<file path="src/rtl/ivc_pkg.sv">
package ivc_pkg;
    // Word offsets that the register decoder uses
    localparam int unsigned OFS_CTRL   = 0;
    localparam int unsigned OFS_EN_SET = 2;
    localparam int unsigned OFS_EN_CLR = 3;
    localparam int unsigned OFS_IGN_LO = 4;
    localparam int unsigned OFS_IGN_HI = 15;
    localparam int unsigned OFS_VEC    = 16;
    // Vector field width and the code returned when nothing is eligible
    localparam int unsigned VEC_W      = 16;
    localparam logic [VEC_W-1:0] VEC_NONE = 16'hFFFF;
endpackage

</file>
<file path="src/rtl/ivc_src_bank.sv">
module ivc_src_bank #(
    parameter int unsigned NUM_SRC = 64,
    localparam int unsigned IDX_W  = $clog2(NUM_SRC)
) (
    input  logic               clk,
    input  logic               rst_n,
    input  logic [NUM_SRC-1:0] req,
    input  logic               ack_vld,
    input  logic [IDX_W-1:0]   ack_idx,
    input  logic               en_set,
    input  logic               en_clr,
    input  logic [IDX_W-1:0]   cmd_idx,
    output logic [NUM_SRC-1:0] pend,
    output logic [NUM_SRC-1:0] en
);
    logic [NUM_SRC-1:0] req_q;

    always_ff @(posedge clk or negedge rst_n) begin
        if (!rst_n) req_q <= '0;
        else        req_q <= req;
    end

    for (genvar g = 0; g < NUM_SRC; g++) begin : g_src
        logic rise;
        logic hit_ack;
        logic hit_cmd;

        assign rise    = req[g] & ~req_q[g];
        assign hit_ack = ack_vld && (ack_idx == IDX_W'(g));
        assign hit_cmd = (cmd_idx == IDX_W'(g));

        // A fresh edge outranks an acknowledge in the same cycle
        always_ff @(posedge clk or negedge rst_n) begin
            if (!rst_n)       pend[g] <= 1'b0;
            else if (rise)    pend[g] <= 1'b1;
            else if (hit_ack) pend[g] <= 1'b0;
        end

        always_ff @(posedge clk or negedge rst_n) begin
            if (!rst_n)                  en[g] <= 1'b0;
            else if (en_set && hit_cmd)  en[g] <= 1'b1;
            else if (en_clr && hit_cmd)  en[g] <= 1'b0;
        end
    end
endmodule

</file>
<file path="src/rtl/ivc_lowest_pick.sv">
module ivc_lowest_pick #(
    parameter int unsigned NUM_SRC = 64,
    localparam int unsigned IDX_W  = $clog2(NUM_SRC)
) (
    input  logic [NUM_SRC-1:0] cand,
    output logic [IDX_W-1:0]   idx,
    output logic               vld
);
    // Scan from the top down so the lowest set bit is the last to assign
    always_comb begin
        idx = '0;
        vld = 1'b0;
        for (int i = NUM_SRC - 1; i >= 0; i--) begin
            if (cand[i]) begin
                idx = IDX_W'(i);
                vld = 1'b1;
            end
        end
    end
endmodule

</file>
<file path="src/rtl/irq_vector_ctrl.sv">
module irq_vector_ctrl
    import ivc_pkg::*;
#(
    parameter int unsigned NUM_SRC = 64,
    parameter int unsigned ADDR_W  = 6,
    parameter int unsigned DATA_W  = 32
) (
    input  logic               clk,
    input  logic               rst_n,
    input  logic [NUM_SRC-1:0] irq_req,
    input  logic [ADDR_W-1:0]  bus_addr,
    input  logic               bus_wr,
    input  logic [DATA_W-1:0]  bus_wdata,
    input  logic               bus_rd,
    output logic [DATA_W-1:0]  bus_rdata,
    output logic               irq_o
);
    localparam int unsigned IDX_W   = $clog2(NUM_SRC);
    localparam int unsigned VEC_LSB = DATA_W - VEC_W;

    logic [NUM_SRC-1:0] pend_q;
    logic [NUM_SRC-1:0] en_q;
    logic [NUM_SRC-1:0] eligible;
    logic [IDX_W-1:0]   win_idx;
    logic               win_vld;
    logic [DATA_W-1:0]  ctrl_q;
    logic [DATA_W-1:0]  rd_next;
    logic               idx_in_range;
    logic               wr_ctrl;
    logic               wr_set;
    logic               wr_clr;
    logic               vec_rd;

    assign idx_in_range = (bus_wdata < DATA_W'(NUM_SRC));
    assign wr_ctrl = bus_wr && (bus_addr == ADDR_W'(OFS_CTRL));
    assign wr_set  = bus_wr && (bus_addr == ADDR_W'(OFS_EN_SET)) && idx_in_range;
    assign wr_clr  = bus_wr && (bus_addr == ADDR_W'(OFS_EN_CLR)) && idx_in_range;
    assign vec_rd  = bus_rd && (bus_addr == ADDR_W'(OFS_VEC));

    ivc_src_bank #(.NUM_SRC(NUM_SRC)) u_bank (
        .clk     (clk),
        .rst_n   (rst_n),
        .req     (irq_req),
        .ack_vld (vec_rd && win_vld),
        .ack_idx (win_idx),
        .en_set  (wr_set),
        .en_clr  (wr_clr),
        .cmd_idx (bus_wdata[IDX_W-1:0]),
        .pend    (pend_q),
        .en      (en_q)
    );

    assign eligible = pend_q & en_q;

    ivc_lowest_pick #(.NUM_SRC(NUM_SRC)) u_pick (
        .cand (eligible),
        .idx  (win_idx),
        .vld  (win_vld)
    );

    assign irq_o = |eligible;

    always_ff @(posedge clk or negedge rst_n) begin
        if (!rst_n)       ctrl_q <= '0;
        else if (wr_ctrl) ctrl_q <= bus_wdata;
    end

    always_comb begin
        rd_next = '0;
        if (bus_addr == ADDR_W'(OFS_CTRL)) begin
            rd_next = ctrl_q;
        end else if (bus_addr == ADDR_W'(OFS_VEC)) begin
            rd_next[DATA_W-1:VEC_LSB] = win_vld ? VEC_W'(win_idx) : VEC_NONE;
        end
    end

    always_ff @(posedge clk or negedge rst_n) begin
        if (!rst_n)      bus_rdata <= '0;
        else if (bus_rd) bus_rdata <= rd_next;
    end
endmodule

</file>
<file path="config.mk">
export PLATFORM = sky130hd
export DESIGN_NAME = irq_vector_ctrl
export DESIGN_NICKNAME = d
export VERILOG_FILES = /design/src/rtl/ivc_pkg.sv /design/src/rtl/ivc_src_bank.sv /design/src/rtl/ivc_lowest_pick.sv /design/src/rtl/irq_vector_ctrl.sv
export SDC_FILE = /design/constraint.sdc
export NUM_CORES = 1
export LEC_CHECK = 0
export BUFFER_PORTS_ARGS = -buffer_cell sky130_fd_sc_hd__clkbuf_2
export CORE_AREA = 3 3 128 155
export CTS_CLUSTER_DIAMETER = 80
export DETAILED_ROUTE_END_ITERATION = 10
export DIE_AREA = 0 0 131 158
export PLACE_DENSITY = 0.79
export SETUP_SLACK_MARGIN = 0.02
export SYNTH_ARGS = -nofsm -noshare
export SYNTH_HDL_FRONTEND = slang
export SYNTH_SLANG_ARGS = --single-unit
</file>
<file path="constraint.sdc">
create_clock -name clk -period 2.7 [get_ports clk]
set_input_delay 0.27 -clock clk [delete_from_list [all_inputs] [get_ports clk]]
set_output_delay 0.27 -clock clk [all_outputs]
set_load 0.02 [all_outputs]
</file>
==> impl_metrics.tcl, run 1 <==
set metrics [dict create \
    rsz0062_at_grt "true" \
    seq_area_frac_synth 0.599 \
    synth_ff_type "dfrtp_1" \
    first_iter_violations 909 \
    cts_root_buf "clkbuf_16" \
    arrival_ps 2390 \
    finalHoldViolations 0 \
    fin_util 0.774 \
    grt_max_degree 77 \
    cts_buffers 26 \
    grt_pass1_wl_mm 51.5 \
    clock_path_buffers 3 \
    r2r_slack_ps 80 \
    place_congestion 0.959 \
    critical_path.startpoint "u_bank.pend[7]" \
    drt-pass1-iter-count 5 \
    use_met3 0.0611 \
    syn_inst 1022 \
    yosysWarnings 0 \
    syn_area_per_cell_um2 10.5 \
    reg2reg_to "u_bank.pend[21]" \
    outcome "finished, final reports clean" \
    rr_startpoint "u_bank.en[15]" \
    synth_nets 1128 \
    antenna_found_initial 0 \
    die-area_um2 20700 \
    end_kind "output pin" \
    ant_nets 0 \
    final.period_utilization 0.983 \
    power_mw 8.34 \
    setup_ws_ps 44.6 \
    start_util 0.584 \
    crit_type "flop to output pin" \
    max_clock_freq_mhz 377 \
    holdCritPathClass "input pin to flop" \
    skew_ps 13.5 \
    final_cell_mix "256 x dfrtp_1, 217 x o21ai_0, 136 x clkbuf_2" \
    grt-busiest-layer "met2" \
    r2r_cells 8 \
    std_cell_rows 54 \
    insertedDiodeCount 0 \
    insertion_delay_ps 530 \
    via_per_inst 5.99 \
    gr-total-overflow 0 \
    tightest_slew_ps 629 \
    cts_num_sinks 256 \
    io_buffers 138 \
    crit_family "simple AND/OR/NAND/NOR gates" \
    cp.required_ps 2430 \
    io_pins 139 \
    grt_pass1_vias 9822 \
    die_y_um 158 \
    slowest_delay_ps 410 \
    fin_nets 1425 \
    powerDensity_nw_per_um2 589 \
    cp_max_fo 5 \
    met2_usage 0.557 \
    dp_hpwl_mm 22.5 \
    relSlewSlack 0.581 \
    syn_to_final_growth_pct 32.5 \
    start_kind "flop" \
    max-cap-violations 0 \
    finalCriticalPeriod_ps 2660 \
    synth.ff_latch_count 256 \
    vias 9515 \
    wl_per_cell_um 21.2 \
    synthDistinctLibCells 64 \
    report.final.slew_viol_count 0 \
    critical_path_depth 6 \
    async_flop_share 1.00 \
    cp_cell_sequence "a22oi_1, nand2_1, nor3_4, buf_4, nand4_1, buf_6" \
    drive_gt1_frac 0.250 \
    final_common_cell "dfrtp_1" \
    cts.reportedPaths.clkPinSlew_ps 70 \
    cts_tree "yes" \
    drt_wl_total_mm 33.7 \
    syn-cell-area_um2 10700 \
    pre_cts_slack_ps -41.1 \
    drc 0 \
    peakVddDrop_mv 0.510 \
    use_met1 0.394 \
    cellLeakagePower_nw 6.51 \
    cts_htree_levels 1 \
    setup_violations 0 \
    critPathSlowestCell "dfrtp_1" \
    core-area_um2 18300 \
    cp_num_buf_inv 2 \
    grtUsageTotal 0.325 \
    synth-edff-count 0 \
    setup.worst_path.end "irq_o" \
    fp.dieW_um 131 \
]
state kept, by name (all words and copies together), names as in the netlist:
register,cells
u_bank.pend,64
u_bank.req_q,64
u_bank.en,64
bus_rdata,32
ctrl_q,32
area by class of cell:
| type | count | area, um2 |
|---|---|---|
| inverter | 93 | 349 |
| timing repair buffer | 298 | 2170 |
| clock inverter | 7 | 124 |
| clock buffer | 39 | 801 |
| fill | 1187 | 4140 |
| tap | 252 | 315 |
| multi-input combinational | 644 | 4010 |
| sequential | 256 | 6410 |
Yosys cell counts (all sizes together) (7+ instances only):
cell,n,area (um2)
a22o,13,114
nor2b,16,100
inv,93,349
and2,9,56.3
nand2,80,300
a22oi,32,240
o21ai,242,1210
nor4,7,43.8
nand4,17,106
clkbuf,22,83.8
nand3,41,210
a21oi,31,155
a32o,10,100
mux2,32,360
nor2,23,86.3
nand2b,12,75.1
buf,8,35.0
dfrtp,256,6410
layer usage:
| metal | part of all wire | vias to the layer above |
|---|---|---|
| met1 | 0.37 | 4642 |
| met4 | 0.057 | 0 |
| met3 | 0.077 | 124 |
| li1 | - | 4255 |
| met5 | 0 | - |
| met2 | 0.50 | 494 |
worst min path at each step:
stage	from	to	depth (start not counted)
6_report	bus_wdata[17]	ctrl_q[17]	2
5_1_grt	bus_wdata[17]	ctrl_q[17]	2
4_1_cts	bus_wdata[30]	ctrl_q[30]	2
3_5_place_dp	rst_n	u_bank.req_q[40]	1
3_3_place_gp	rst_n	u_bank.req_q[40]	1
2_1_floorplan	rst_n	bus_rdata[0]	0
worst reg2reg max path, delay by kind of cell (launching register included):
family,cells,cell delay (ps)
flip-flops,1,390
AND/OR/NAND/NOR,2,580
AO/OA/AOI/OAI,6,1530
report_power, final:
part / switching (mW) / internal (mW)
combinational: 0.270 / 0.232
sequential: 0.0593 / 3.96
clock: 1.49 / 2.33
through the flow:
step	setup TNS, ps	area (um2)	hold WS [ps]	instances
5_1_grt	-68.0	14200	20.5	1589
2_1_floorplan	0	10700	-25.6	1022
3_3_place_gp	-44.4	12200	301	1452
6_report	0	14200	20.0	1589
3_5_place_dp	-124	12200	306	1452
4_1_cts	0	14000	0.957	1584
cell families (layout without fill, tap and decap cells):
family | after synthesis | count (layout) | synth area share
AOI/OAI and AO/OA | 380 | 381 | 0.213
buffers and inverters | 123 | 437 | 0.0438
DFF | 256 | 256 | 0.599
muxes | 35 | 35 | 0.0365
and+or+nand+nor | 228 | 228 | 0.108
what timing repair did:
item                                    CTS  global route
hold endpoints to repair                192             0
endpoints found under the setup margin   17            69
gates cloned                              0             1
gates resized for setup                   3            49
pin swaps                                 1            13
hold buffers                             84             0
setup buffers                             2             4
Note: power is estimated with default switching activity, not from simulation.
==> run 2, diff against run 1 <==
--- a/config.mk
+++ b/config.mk
@@ -6,11 +6,12 @@
 export NUM_CORES = 1
 export LEC_CHECK = 0
 export BUFFER_PORTS_ARGS = -buffer_cell sky130_fd_sc_hd__clkbuf_2
-export CORE_AREA = 3 3 128 155
+export CORE_AREA = 2 2 127 154
 export CTS_CLUSTER_DIAMETER = 80
 export DETAILED_ROUTE_END_ITERATION = 10
-export DIE_AREA = 0 0 131 158
+export DIE_AREA = 0 0 129 156
 export PLACE_DENSITY = 0.79
+export RECOVER_POWER = 50
 export SETUP_SLACK_MARGIN = 0.02
 export SYNTH_ARGS = -nofsm -noshare
 export SYNTH_HDL_FRONTEND = slang
==> run 2 against run 1 <==
Compared with the run above: the flow now finishes with violations (capacitance limit, slew limit); non-clock buffer count up 10; final cell count rose by 0.76%; hold slack worse by 16 ps; total power is 3.3% lower; core utilization fell by 2.1 points; clock skew shrank 5.7 ps; critical path depth grew 2; sequential power is essentially flat; critical endpoint unchanged; largest power group unchanged.
==> impl_metrics.tcl, run 2 (synthesis results as in run 1) <==
set metrics [dict create \
    outcome "finished, violations left" \
    violations "capacitance limit, slew limit" \
    vias 9566 \
    start_kind "flop" \
    fin_util 0.752 \
    report.final.slew_viol_count 72 \
    clock_path_buffers 3 \
    grt_max_degree 72 \
    finalHoldViolations 0 \
    grtUsageTotal 0.327 \
    dp_hpwl_mm 21.9 \
    core-area_um2 18600 \
    std_cell_rows 55 \
    place_congestion 0.934 \
    final_common_cell "dfrtp_1" \
    antenna_found_initial 0 \
    fp.dieW_um 129 \
    top_regs "u_bank.en (64), u_bank.pend (64), u_bank.req_q (64)" \
    peakVddDrop_mv 0.484 \
    via_per_inst 5.98 \
    fillers 1291 \
    skew_ps 7.78 \
    insertion_delay_ps 530 \
    cts_buffers 25 \
    whs_ps 3.78 \
    cts.reportedPaths.clkPinSlew_ps 60 \
    cp_max_fo 4 \
    final_cell_mix "256 x dfrtp_1, 219 x o21ai_0, 93 x inv_1" \
    crit_type "flop to output pin" \
    holdCritPathClass "input pin to flop" \
    max_clock_freq_mhz 380 \
    final.period_utilization 0.976 \
    io_buffers 138 \
    cts_tree "yes" \
    cts_htree_levels 1 \
    relSlewSlack -0.186 \
    insertedDiodeCount 0 \
    die-area_um2 20100 \
    cts_root_buf "clkbuf_16" \
    cts_num_sinks 256 \
    power_mw 8.07 \
    io_pins 139 \
    wl_per_cell_um 20.7 \
    arrival_ps 2360 \
    end_kind "output pin" \
    finalCriticalPeriod_ps 2630 \
    cp.required_ps 2430 \
    die_y_um 156 \
    ant_nets 0 \
    grt_pass1_vias 9488 \
    setup_violations 0 \
    drt-pass1-iter-count 6 \
    grt_pass1_wl_mm 50.7 \
    powerDensity_nw_per_um2 575 \
    syn_to_final_growth_pct 31.2 \
    drive_gt1_frac 0.216 \
    drc 0 \
    drt_wl_total_mm 33.1 \
    first_iter_violations 873 \
    rsz0062_at_grt "true" \
    fin_nets 1433 \
    max-cap-violations 1 \
    tightest_slew_ps 1780 \
    gr-total-overflow 0 \
    start_util 0.573 \
    cellLeakagePower_nw 6.34 \
]
==> run 2: timing repair <==
action                                  CTS  global route
cloned                                    0             1
endpoints found under the setup margin   16            41
buffers inserted                          1             6
resized for setup                        10            43
hold buffers                             76             0
hold endpoints to repair                161             0
pin swaps                                 1             9
==> run 2: path summary, 6_finish.rpt <==
| path | cells past startpoint | start | endpoint | slack, ps |
|---|---|---|---|---|
| max | 8 | u_bank.pend[23] | irq_o | 70 |
| min | 2 | bus_wdata[8] | ctrl_q[8] | 4 |
| max reg2reg | 9 | u_bank.pend[15] | u_bank.pend[61] | 70 |
| min reg2reg | 1 | u_bank.req_q[4] | u_bank.pend[4] | 420 |
| max in group asynchronous | 3 | rst_n | bus_rdata[18] | 550 |
| min in group asynchronous | 2 | rst_n | u_bank.req_q[24] | 770 |
==> run 2: cell type report <==
type                            instances  area, um2  share of cell area
Clock buffer                           37        741              0.0528
Clock inverter                          8       98.8             0.00704
Inverter                               93        349              0.0249
Multi-Input combinational cell        643       3980               0.284
Sequential cell                       256       6410               0.457
Tap cell                              256        320              0.0228
Timing Repair Buffer                  308       2130               0.152
==> run 2: worst max-delay path: stages (launching register included) <==
cell and delay [ps]:
dfrtp_1 400, a22oi_2 260, buf_6 150, nand4_1 140, buf_4 190, nor2_4 120, buf_6 130, nand4_1 210
clkbuf_8 240
==> run 2: where the power goes <==
group	leakage [nW]	switching [mW]	total, mW	internal, mW
combinational	2.88	0.263	0.470	0.206
clock	0.409	1.49	3.58	2.09
sequential	3.05	0.0577	4.02	3.96
==> run 2: per-stage QoR <==
stage	cell area [um2]	setup slack, ps	instances	setup TNS, ps
2_1_floorplan	10700	370	1022	0
3_3_place_gp	12300	-67.5	1472	-125
6_report	14000	65.0	1601	0
5_1_grt	14000	-14.4	1601	-31.2
4_1_cts	13900	25.6	1594	0
3_5_place_dp	12300	-190	1472	-387
==> run 2: routing by layer <==
metal / global-route usage / vias up / wire length (um)
met5: 0 / - / 0
li1: - / 4268 / -
met4: 0.161 / 0 / 1980
met2: 0.549 / 478 / 16300
met3: 0.0525 / 121 / 2430
met1: 0.411 / 4699 / 12400
==> run 3, diff against run 2 <==
--- a/config.mk
+++ b/config.mk
@@ -5,11 +5,12 @@
 export SDC_FILE = /design/constraint.sdc
 export NUM_CORES = 1
 export LEC_CHECK = 0
+export ABC_AREA = 1
 export BUFFER_PORTS_ARGS = -buffer_cell sky130_fd_sc_hd__clkbuf_2
-export CORE_AREA = 2 2 127 154
+export CORE_AREA = 2 2 129 156
 export CTS_CLUSTER_DIAMETER = 80
 export DETAILED_ROUTE_END_ITERATION = 10
-export DIE_AREA = 0 0 129 156
+export DIE_AREA = 0 0 131 158
 export PLACE_DENSITY = 0.79
 export RECOVER_POWER = 50
 export SETUP_SLACK_MARGIN = 0.02
==> run 3 against run 2 <==
Compared with the run above: the run ends with setup timing left; via count rose by 4.7%; hold slack improved by 17 ps; maximum frequency down 41%; flip-flop and latch count unchanged; synthesized area grew 3.0%; core utilization down 2.5 points; sequential power hardly changed; die area rose by 2.9%; register-to-register slack got worse by 1900 ps; total power rose by 1.1%; final cell count grew 15%; combinational power up 11%; largest power group unchanged.
==> impl_metrics.tcl, run 3 <==
set metrics [dict create \
    violations "setup timing" \
    design_area_um2 14000 \
    synth.ff_latch_count 256 \
    cp.required_ps 3100 \
    peakVddDrop_mv 0.506 \
    insertion_delay_ps 520 \
    yosysTopAreaCellShare 0.582 \
    wl_per_cell_um 17.3 \
    fin_util 0.728 \
    pwr-share-clk 0.444 \
    drt_wl_total_mm 31.8 \
    arrival_ps 4890 \
    holdCritPathClass "input pin to flop" \
    drt-pass1-iter-count 6 \
    syn_to_final_growth_pct 27.3 \
    slowest_delay_ps 390 \
    intPower_mw 6.34 \
    dp_hpwl_mm 20.9 \
    synth_top_family_by_area "simple AND/OR/NAND/NOR gates" \
    insertedDiodeCount 0 \
    placed_cell_area_um2 12500 \
    grt_pass1_wl_mm 50.4 \
    critPathSlowestCell "dfrtp_1" \
    synth_mux_area_frac 0.0225 \
    seq_area_frac_synth 0.582 \
    synth-edff-count 0 \
    cts_buffers 25 \
    first_iter_violations 930 \
    ant_nets 0 \
    cts_tree "yes" \
    grt_pass1_vias 10131 \
    start_kind "flop" \
    yosys-top-cells-count "472 x nand2_1, 256 x dfrtp_1, 136 x o21ai_0" \
    final.period_utilization 1.66 \
    power_frac_seq 0.493 \
    cellLeakagePower_nw 7.22 \
    post-synth-top-count-cell "nand2_1" \
    p_sw_mw 1.81 \
    max-cap-violations 0 \
    synth_nets 1395 \
    via_per_inst 5.44 \
    final_common_cell "nand2_1" \
    antenna_found_initial 0 \
    io_buffers 138 \
    syn_area_per_cell_um2 8.54 \
    finalCriticalPeriod_ps 4490 \
    report.final.slew_viol_count 0 \
    end_kind "flop" \
    cts_num_sinks 256 \
    finalHoldViolations 0 \
    io_pins 139 \
    drc 0 \
    fp.dieW_um 131 \
    gr-total-overflow 0 \
    syn-cell-area_um2 11000 \
    die_y_um 158 \
    outcome "finished, violations left" \
    cp_max_fo 5 \
    ys_top_cells_by_area "dfrtp_1 58%, nand2_1 16%, o21ai_0 6.2%, inv_1 4.3%, nor2_1 3.3%" \
    top_regs "u_bank.en (64), u_bank.pend (64), u_bank.req_q (64)" \
    place_congestion 0.911 \
    p_sw_frac 0.222 \
    grtUsageTotal 0.316 \
    synth_compound_area_frac 0.100 \
    setup_violations 66 \
    async_flop_share 1.00 \
    synthSimpleGateAreaFrac 0.237 \
    grt_max_degree 99 \
    skew_ps 9.17 \
    combinationalPowerShare 0.064 \
    powerDensity_nw_per_um2 582 \
    synth_xor_area_frac 0 \
    drive_gt1_frac 0.149 \
    timing.setup.tns_ps -112660 \
    cts_htree_levels 1 \
    core-area_um2 19300 \
    fin_nets 1671 \
    yosys.area.top_type "dfrtp_1" \
    syn_inst 1289 \
    vias 10014 \
    setup_ws_ps -1790 \
    max_clock_freq_mhz 223 \
    r2r_slack_ps -1790 \
    cts_root_buf "clkbuf_16" \
    std_cell_rows 56 \
    clock_path_buffers 3 \
    synth_adder_area_share 0 \
    die-area_um2 20700 \
    cts.reportedPaths.clkPinSlew_ps 60 \
    relSlewSlack 0.0611 \
    yosysWarnings 0 \
    start_util 0.572 \
    rsz0062_at_grt "true" \
    final_cell_mix "467 x nand2_1, 256 x dfrtp_1, 136 x o21ai_0" \
    crit_type "flop to flop" \
    synth_ff_type "dfrtp_1" \
    whs_ps 20.6 \
    crit_top_cell "nand2_1" \
    power_mw 8.16 \
    synthDistinctLibCells 23 \
    tightest_slew_ps 1410 \
]
-- run 3: cell families after synthesis --
kind of cell           after synthesis
AND/OR/NAND/NOR                    647
flip-flops                         256
AO/OA/AOI/OAI                      200
buffers and inverters              164
multiplexers                        22
-- run 3: through the flow --
stage | instances | worst slack [ps]
after floorplan | 1289 | -934
after global placement | 1724 | -1550
after detailed placement | 1724 | -1630
after CTS | 1841 | -1670
after global routing | 1842 | -2460
final | 1842 | -1790
-- run 3: worst max-delay path: cells and delay by family, from the launching register on --
family	cells	cell delay (ps)
AO/OA/AOI/OAI	1	110
flip-flops	1	390
AND/OR/NAND/NOR	65	3540
buffers and inverters	2	290
-- run 3: final timing paths --
path	start	endpoint	cells after the start
max in group asynchronous	rst_n	ctrl_q[26]	3
min	bus_wdata[15]	ctrl_q[15]	2
max reg2reg	u_bank.pend[62]	u_bank.pend[19]	68
min reg2reg	u_bank.req_q[23]	u_bank.pend[23]	3
min in group asynchronous	rst_n	bus_rdata[14]	2
max	u_bank.pend[62]	u_bank.pend[19]	68
-- run 3: power by group through the flow --
stage                     Sequential, mW  Clock, mW  Combinational [mW]
after global placement              4.08          0               0.433
after floorplan                     4.10          0               0.157
final                               4.02       3.62               0.520
after global routing                4.03       3.81               0.581
after CTS                           4.02       3.66               0.533
after detailed placement            4.09          0               0.447
-- run 3: layer usage --
metal	GRT usage	routed length, um	vias to the layer above
li1	-	-	4672
met1	0.394	12300	4715
met2	0.537	15200	508
met3	0.0531	2730	119
met4	0.147	1630	0
met5	0	0	-
-- run 3: area by class of cell --
class	count	area (um2)
clock inverters	10	156
clock buffers	33	686
well taps	261	327
multi-input cells	870	4000
fillers	1445	5250
inverters	126	473
repair buffers	286	1980
flip-flops and latches	256	6410
-- run 3: timing repair --
item | 4_1_cts | 5_1_grt
hold buffers | 72 | 1
cloned | 1 | 0
gates resized for setup | 9 | 8
setup buffers | 1 | 0
pin swaps | 7 | 7
endpoints found under the hold margin | 217 | 1
setup endpoints to repair | 66 | 70
